File: config.mk
export PLATFORM = sky130hd
export DESIGN_NAME = dpsk_barker_spreader
export DESIGN_NICKNAME = d
export VERILOG_FILES = /design/src/rtl/dpsk_pkg.sv /design/src/rtl/dpsk_phase_step.sv /design/src/rtl/dpsk_spread_ctrl.sv /design/src/rtl/dpsk_spread_dp.sv /design/src/rtl/dpsk_barker_spreader.sv
export SDC_FILE = /design/constraint.sdc
export NUM_CORES = 1
export LEC_CHECK = 0
export BUFFER_PORTS_ARGS = -buffer_cell sky130_fd_sc_hd__buf_2
export CAP_MARGIN = 40
export CORE_MARGIN = 2
export CORE_UTILIZATION = 45
export CTS_CLUSTER_SIZE = 14
export DETAILED_ROUTE_END_ITERATION = 8
export GPL_TIMING_DRIVEN = 0
export PLACE_DENSITY = 0.65
export RECOVER_POWER = 50
export REMOVE_ABC_BUFFERS = 1
export SLEW_MARGIN = 20
export SYNTH_ARGS = -nofsm -noshare
export SYNTH_HDL_FRONTEND = slang
export SYNTH_HIERARCHICAL = 1
export SYNTH_SLANG_ARGS = --single-unit
File: constraint.sdc
create_clock -name clk -period 4.29 [get_ports clk]
set_clock_uncertainty 0.05 [all_clocks]
set_input_delay 0.2145 -clock clk [delete_from_list [all_inputs] [get_ports clk]]
set_output_delay 0.2145 -clock clk [all_outputs]
set_load 0.05 [all_outputs]
File: src/rtl/dpsk_pkg.sv
package dpsk_pkg;

  typedef struct packed {
    logic shiftIn;
    logic loadSym;
    logic emitChip;
    logic zeroOut;
    logic underrun;
  } spreadStrb_t;

  function automatic logic [1:0] quadToIdx(input logic [1:0] quad);
    return {quad[1], quad[1] ^ quad[0]};
  endfunction

  function automatic logic [1:0] idxToQuad(input logic [1:0] idx);
    return {idx[1], idx[1] ^ idx[0]};
  endfunction

endpackage

File: src/rtl/dpsk_phase_step.sv
module dpsk_phase_step (
  input  logic [1:0] curPhase,
  input  logic       modeQuad,
  input  logic       rotReverse,
  input  logic [1:0] pendBits,
  output logic [1:0] nxtPhase
);
  import dpsk_pkg::*;

  logic [1:0] stepIdx;
  logic [1:0] sumIdx;

  always_comb begin
    if (modeQuad) begin
      stepIdx = {pendBits[1], pendBits[1] ^ pendBits[0]};
      if (rotReverse && stepIdx[0]) stepIdx = stepIdx ^ 2'b10;
    end else begin
      stepIdx = {pendBits[0], 1'b0};
    end
    sumIdx   = quadToIdx(curPhase) + stepIdx;
    nxtPhase = idxToQuad(sumIdx);
  end

endmodule

File: src/rtl/dpsk_spread_ctrl.sv
module dpsk_spread_ctrl #(
  parameter int CHIPS = 11,
  localparam int IDX_W = $clog2(CHIPS)
) (
  input  logic                    clk,
  input  logic                    rstN,
  input  logic                    modeQuad,
  input  logic                    chipEn,
  input  logic                    bitValid,
  output logic                    bitReady,
  output logic [IDX_W-1:0]        chipIdx,
  output dpsk_pkg::spreadStrb_t   strb
);
  import dpsk_pkg::*;

  localparam logic [IDX_W-1:0] LAST_IDX = IDX_W'(CHIPS - 1);

  logic [1:0] bitCnt;
  logic [1:0] bitsNeeded;
  logic       symFull;
  logic       active;
  logic       atBoundary;

  always_comb begin
    bitsNeeded    = modeQuad ? 2'd2 : 2'd1;
    symFull       = bitCnt >= bitsNeeded;
    bitReady      = !symFull;
    atBoundary    = chipIdx == '0;
    strb.shiftIn  = bitValid && !symFull;
    strb.loadSym  = chipEn && atBoundary && symFull;
    strb.zeroOut  = chipEn && atBoundary && !symFull;
    strb.underrun = chipEn && atBoundary && !symFull && active;
    strb.emitChip = chipEn && (!atBoundary || symFull);
  end

  always_ff @(posedge clk or negedge rstN) begin
    if (!rstN) begin
      bitCnt  <= '0;
      chipIdx <= '0;
      active  <= 1'b0;
    end else begin
      if (strb.loadSym)      bitCnt <= '0;
      else if (strb.shiftIn) bitCnt <= bitCnt + 2'd1;

      if (strb.emitChip) chipIdx <= (chipIdx == LAST_IDX) ? '0 : chipIdx + 1'b1;

      if (strb.loadSym)       active <= 1'b1;
      else if (strb.underrun) active <= 1'b0;
    end
  end

  AST_IDX_RANGE: assert property (@(posedge clk) disable iff (!rstN)
    chipIdx <= LAST_IDX);
  AST_LOAD_STARTS_COUNT: assert property (@(posedge clk) disable iff (!rstN)
    strb.loadSym |=> chipIdx == IDX_W'(1));
  AST_READY_AFTER_LOAD: assert property (@(posedge clk) disable iff (!rstN)
    strb.loadSym |=> bitReady);
  AST_STOP_AFTER_UNDERRUN: assert property (@(posedge clk) disable iff (!rstN)
    strb.underrun |=> !active);

endmodule

File: src/rtl/dpsk_spread_dp.sv
module dpsk_spread_dp #(
  parameter int CHIPS = 11,
  parameter logic [CHIPS-1:0] BARKER = 11'b000_1110_1101,
  localparam int IDX_W = $clog2(CHIPS)
) (
  input  logic                  clk,
  input  logic                  rstN,
  input  logic                  modeQuad,
  input  logic                  rotReverse,
  input  logic                  bitData,
  input  logic [IDX_W-1:0]      chipIdx,
  input  dpsk_pkg::spreadStrb_t strb,
  output logic                  chipI,
  output logic                  chipQ,
  output logic                  underrun,
  output logic [1:0]            phaseRef
);
  import dpsk_pkg::*;

  logic [1:0] pendBits;
  logic [1:0] phase;
  logic [1:0] nxtPhase;
  logic       symI;
  logic       symQ;
  logic       nxtSymI;
  logic       nxtSymQ;

  dpsk_phase_step u_step (
    .curPhase  (phase),
    .modeQuad  (modeQuad),
    .rotReverse(rotReverse),
    .pendBits  (pendBits),
    .nxtPhase  (nxtPhase)
  );

  always_comb begin
    nxtSymI = nxtPhase[1];
    nxtSymQ = modeQuad ? nxtPhase[0] : nxtPhase[1];
  end

  always_ff @(posedge clk or negedge rstN) begin
    if (!rstN) begin
      pendBits <= '0;
      phase    <= 2'b00;
      symI     <= 1'b0;
      symQ     <= 1'b0;
      chipI    <= 1'b0;
      chipQ    <= 1'b0;
      underrun <= 1'b0;
    end else begin
      underrun <= strb.underrun;
      if (strb.shiftIn) pendBits <= {pendBits[0], bitData};
      if (strb.loadSym) begin
        phase <= nxtPhase;
        symI  <= nxtSymI;
        symQ  <= nxtSymQ;
        chipI <= nxtSymI ^ BARKER[0];
        chipQ <= nxtSymQ ^ BARKER[0];
      end else if (strb.emitChip) begin
        chipI <= symI ^ BARKER[chipIdx];
        chipQ <= symQ ^ BARKER[chipIdx];
      end else if (strb.zeroOut) begin
        chipI <= 1'b0;
        chipQ <= 1'b0;
      end
    end
  end

  assign phaseRef = phase;

  AST_UNDERRUN_PULSE: assert property (@(posedge clk) disable iff (!rstN)
    underrun |=> !underrun);
  AST_ZERO_ON_GAP: assert property (@(posedge clk) disable iff (!rstN)
    strb.zeroOut |=> (!chipI && !chipQ));
  AST_PHASE_HOLD: assert property (@(posedge clk) disable iff (!rstN)
    !strb.loadSym |=> $stable(phaseRef));
  AST_BINARY_SAME: assert property (@(posedge clk) disable iff (!rstN)
    (strb.emitChip && !modeQuad) |=> chipI == chipQ);
  AST_DIBIT_ZERO_HOLD: assert property (@(posedge clk) disable iff (!rstN)
    (strb.loadSym && modeQuad && pendBits == 2'b00) |=> $stable(phaseRef));

endmodule

File: src/rtl/dpsk_barker_spreader.sv
module dpsk_barker_spreader #(
  parameter int CHIPS = 11,
  parameter logic [CHIPS-1:0] BARKER = 11'b000_1110_1101,
  localparam int IDX_W = $clog2(CHIPS)
) (
  input  logic       clk,
  input  logic       rstN,
  input  logic       modeQuad,
  input  logic       rotReverse,
  input  logic       chipEn,
  input  logic       bitValid,
  input  logic       bitData,
  output logic       bitReady,
  output logic       chipI,
  output logic       chipQ,
  output logic       underrun,
  output logic [1:0] phaseRef
);
  import dpsk_pkg::*;

  spreadStrb_t      strb;
  logic [IDX_W-1:0] chipIdx;

  dpsk_spread_ctrl #(.CHIPS(CHIPS)) u_ctrl (
    .clk     (clk),
    .rstN    (rstN),
    .modeQuad(modeQuad),
    .chipEn  (chipEn),
    .bitValid(bitValid),
    .bitReady(bitReady),
    .chipIdx (chipIdx),
    .strb    (strb)
  );

  dpsk_spread_dp #(.CHIPS(CHIPS), .BARKER(BARKER)) u_dp (
    .clk       (clk),
    .rstN      (rstN),
    .modeQuad  (modeQuad),
    .rotReverse(rotReverse),
    .bitData   (bitData),
    .chipIdx   (chipIdx),
    .strb      (strb),
    .chipI     (chipI),
    .chipQ     (chipQ),
    .underrun  (underrun),
    .phaseRef  (phaseRef)
  );

endmodule

==> out/summary.md <==
Core outline area: 0.001942 mm². For this design the ratio of total power to cell area is 828.5 mW/mm². The mean instance size in the synthesized netlist is 10.30 µm². At the pin with the least slew margin, the transition time is 800.3 ps. The number of different library cells in the post-synthesis netlist is 35, and the worst voltage drop across the vdd grid is 444.4 µV.

At the end of the flow, the number of nets in the layout was 114. The tools report the largest net degree at the start of global routing as 16. The routed length per instance is 11.88 µm, and the post-synth design cell area is 917.1 µm². Based on the critical path, the design can be clocked at up to 459.9 MHz.

The count of input and output buffers was 12. After floorplanning, the core was divided into 16 placement rows. The horizontal die dimension was 49.15 µm; the number of gates resized after cts was 0. Synthesis produced a netlist whose cell count is 89. The fraction of layout instances using a drive strength above 1 came out at 24.27%.

The run gives 13 as the count of boundary I/O pins. The critical path in this run is classified as flip-flop to flip-flop. Clock net sink count: 15. The kind of end point of the critical path is a flip-flop. The cell that appears most often on the critical path is sky130_fd_sc_hd__inv_1. The utilization of the core after routing came out at 52.90%. The final max-slew violation count was 0; the antenna violation net count after detailed routing was 0. Of all nets on the critical path, the largest fanout is 8. The logs give 46.64% for the worst slew margin relative to its limit and 0 for the post-CTS setup-driven buffer insertion count. Power comes to 0.8511 mW.

The required time at the worst-slack endpoint came out at 4410 ps. The final critical path takes up 50.69% of the cycle. The clock passes through at most 2 buffers.

Dividing the detail-routed via count by the number of cells gives 5.092. Path depth of the worst reg2reg path: 9. The effective utilization at floorplan is 47.23%.

The tree is rooted in a sky130_fd_sc_hd__clkbuf_4. The worst-skew pair later-pin latency was 280 ps. Routability congestion estimate from global placement: 0.7209. Summing all placed instances gives a cell area of 993.5 µm². From synthesis to final layout, the design area changed by 12.01%. The number of hold violations in the final report is 0. The die covers 0.002415 mm². Setup repair after global routing left no endpoint under its margin. The signal on the critical path passes through inv_1, ha_1, nand2b_1, a21o_1, inv_1, nor2_1, nor3_1, a22oi_1, o21ai_1.

Final hold analysis gives a worst-case slack of 121.3 ps. The initial antenna violation count is 0, and the remaining global-route overflow is 0. Summed over all failing endpoints, the final setup total negative slack is 0 ps. For this block, the initial DRC count from the detailed router was 2. The longest individual stage delay on the worst path was 440 ps.

Among all stages on the critical path, the largest delay is contributed by sky130_fd_sc_hd__dfrtp_1. The min-delay analysis places its worst path in the category input port to flip-flop. The total length of routed wires came out at 1545 µm. The Yosys step of the flow raised 6 warnings. The number of diodes was 0; the data arrival at the endpoint of the critical path was 2290 ps. The static power due to leakage is 0.4667 nW. TritonCTS buffer count: 3.

The number of H-tree levels was 1. The share of the Yosys chip area taken by registers is 40.93%. The detailed placement HPWL came out at 1161 µm. The tool flagged a number of max-cap violations equal to 0. The logic depth of the worst setup path including buffers works out to 9. In the routed design, unresolved DRC markers number 0. Together, buffers and inverters on the worst path number 2. The flow ran to the end, and the final reports show no timing, DRC or antenna violations. Across every metal layer, demand over resource in global routing totals 13.76%. For the number of detailed-routing iterations run before antenna repair, the log shows 2. After synthesis the netlist holds a flip-flop and latch count of 15. Counting instances, the worst hold path has a depth of 2. STA classifies the critical path startpoint as a flip-flop. The final number of setup-violating endpoints was 0.

Leaving out fill and tap cells, the most frequent cell in the layout is sky130_fd_sc_hd__dfrtp_1. The first global-routing pass estimated 2587 µm of wire. The register clock-pin slew on the reported worst setup and hold paths is 90 ps. The number of global-route vias before repair is 621, and the total vias in the final route is 662. In the layout the commonest cells are sky130_fd_sc_hd__dfrtp_1 (15), sky130_fd_sc_hd__buf_2 (10), sky130_fd_sc_hd__nand2b_1 (5), sky130_fd_sc_hd__xnor2_1 (5), sky130_fd_sc_hd__a21oi_1 (5). The kind of cell with the highest combined delay on the critical path was simple AND/OR/NAND/NOR gates. TritonCTS built the clock tree. The area of all placed cells without fillers is 0.001027 mm², and the final critical path time including I/O delays and setup is 2175 ps. The height of the die came out at 49.15 µm.
kinds of logic after synthesis:
family	Yosys count	synth area share (%)
AND/OR/NAND/NOR	27	18.28
AO/OA/AOI/OAI	21	15.69
buffers and inverters	7	3.547
XOR/XNOR	10	10.37
flip-flops	15	40.93
multiplexers	6	7.094
adder cells (fa/ha/maj)	3	4.093
Yosys cell counts (all sizes together):
master	n	area, µm²
dfrtp	15	375.4
a21oi	6	33.78
nand2	5	21.27
nand2b	5	31.28
o21ai	5	25.02
xnor2	5	43.79
xor2	5	51.30
inv	4	15.01
mux2	4	45.04
nor2	4	15.01
and2	3	18.77
buf	3	17.52
ha	3	37.54
nor2b	3	18.77
a21o	2	16.27
a221oi	2	17.52
a31o	2	17.52
mux2i	2	20.02
a21bo	1	10.01
a21boi	1	7.510
a22oi	1	7.510
and3	1	6.260
and4b	1	11.26
nand3	1	5.000
nand3b	1	7.510
nor3	1	5.000
nor4	1	21.27
o311ai	1	8.760
or2	1	6.260
path summary, 6_finish.rpt:
| check | startpoint | to | slack (ps) |
|---|---|---|---|
| max in group asynchronous | rstN | u_dp/underrun$_DFF_PN0_ | 3210 |
| worst max register to register | u_ctrl/bitCnt[0]$_DFFE_PN0P_ | u_dp/chipQ$_DFFE_PN0P_ | 2120 |
| worst max-delay path | u_ctrl/bitCnt[0]$_DFFE_PN0P_ | u_dp/chipQ$_DFFE_PN0P_ | 2120 |
| worst min register to register | u_dp/chipI$_DFFE_PN0P_ | u_dp/chipI$_DFFE_PN0P_ | 460 |
| min in group asynchronous | rstN | u_dp/phaseRef[0]$_DFFE_PN0P_ | 470 |
| worst min-delay path | bitData | u_dp/pendBits[0]$_DFFE_PN0P_ | 120 |
layout make-up:
type	count	area, µm²
repair buffers	13	67.56
clock buffers	4	26.28
flip-flops and latches	15	375.4
fillers	201	914.6
multi-input cells	67	509.2
well taps	27	33.78
inverters	4	15.01
metal layers:
metal / vias up / part of all wire (%) / global-route usage (%)
met5: - / 0 / 0
met4: 0 / 1.7 / 7.143
met3: 4 / 3.3 / 1.840
met2: 13 / 44 / 22.52
met1: 306 / 50 / 17.66
li1: 339 / - / -
stage by stage:
step / instances / worst slack, ps
2_1_floorplan: 86 / 2079
3_3_place_gp: 125 / 2165
3_5_place_dp: 125 / 2098
4_1_cts: 130 / 2094
5_1_grt: 130 / 1840
6_report: 130 / 2116
what timing repair did:
action / 4_1_cts / 5_1_grt
endpoints found under the setup margin: 0 / 0
endpoints found under the hold margin: 15 / 0
hold buffers: 1 / 0
where the power goes:
part           switching (mW)  internal, mW
logic                   0.269         0.205
clock network          0.0434        0.0361
registers              0.0902         0.208
total                   0.402         0.449
registers in the layout, indices dropped and copies added, names as in the netlist:
| register | count |
|---|---|
| u_dp/chipI | 1 |
| u_dp/chipQ | 1 |
| u_ctrl/chipIdx | 4 |
| u_ctrl/bitCnt | 2 |
| u_dp/pendBits | 2 |
| u_dp/underrun | 1 |
| u_ctrl/active | 1 |
| u_dp/phaseRef | 2 |
| u_dp/symQ | 1 |
(Power assumes the default switching activity.)
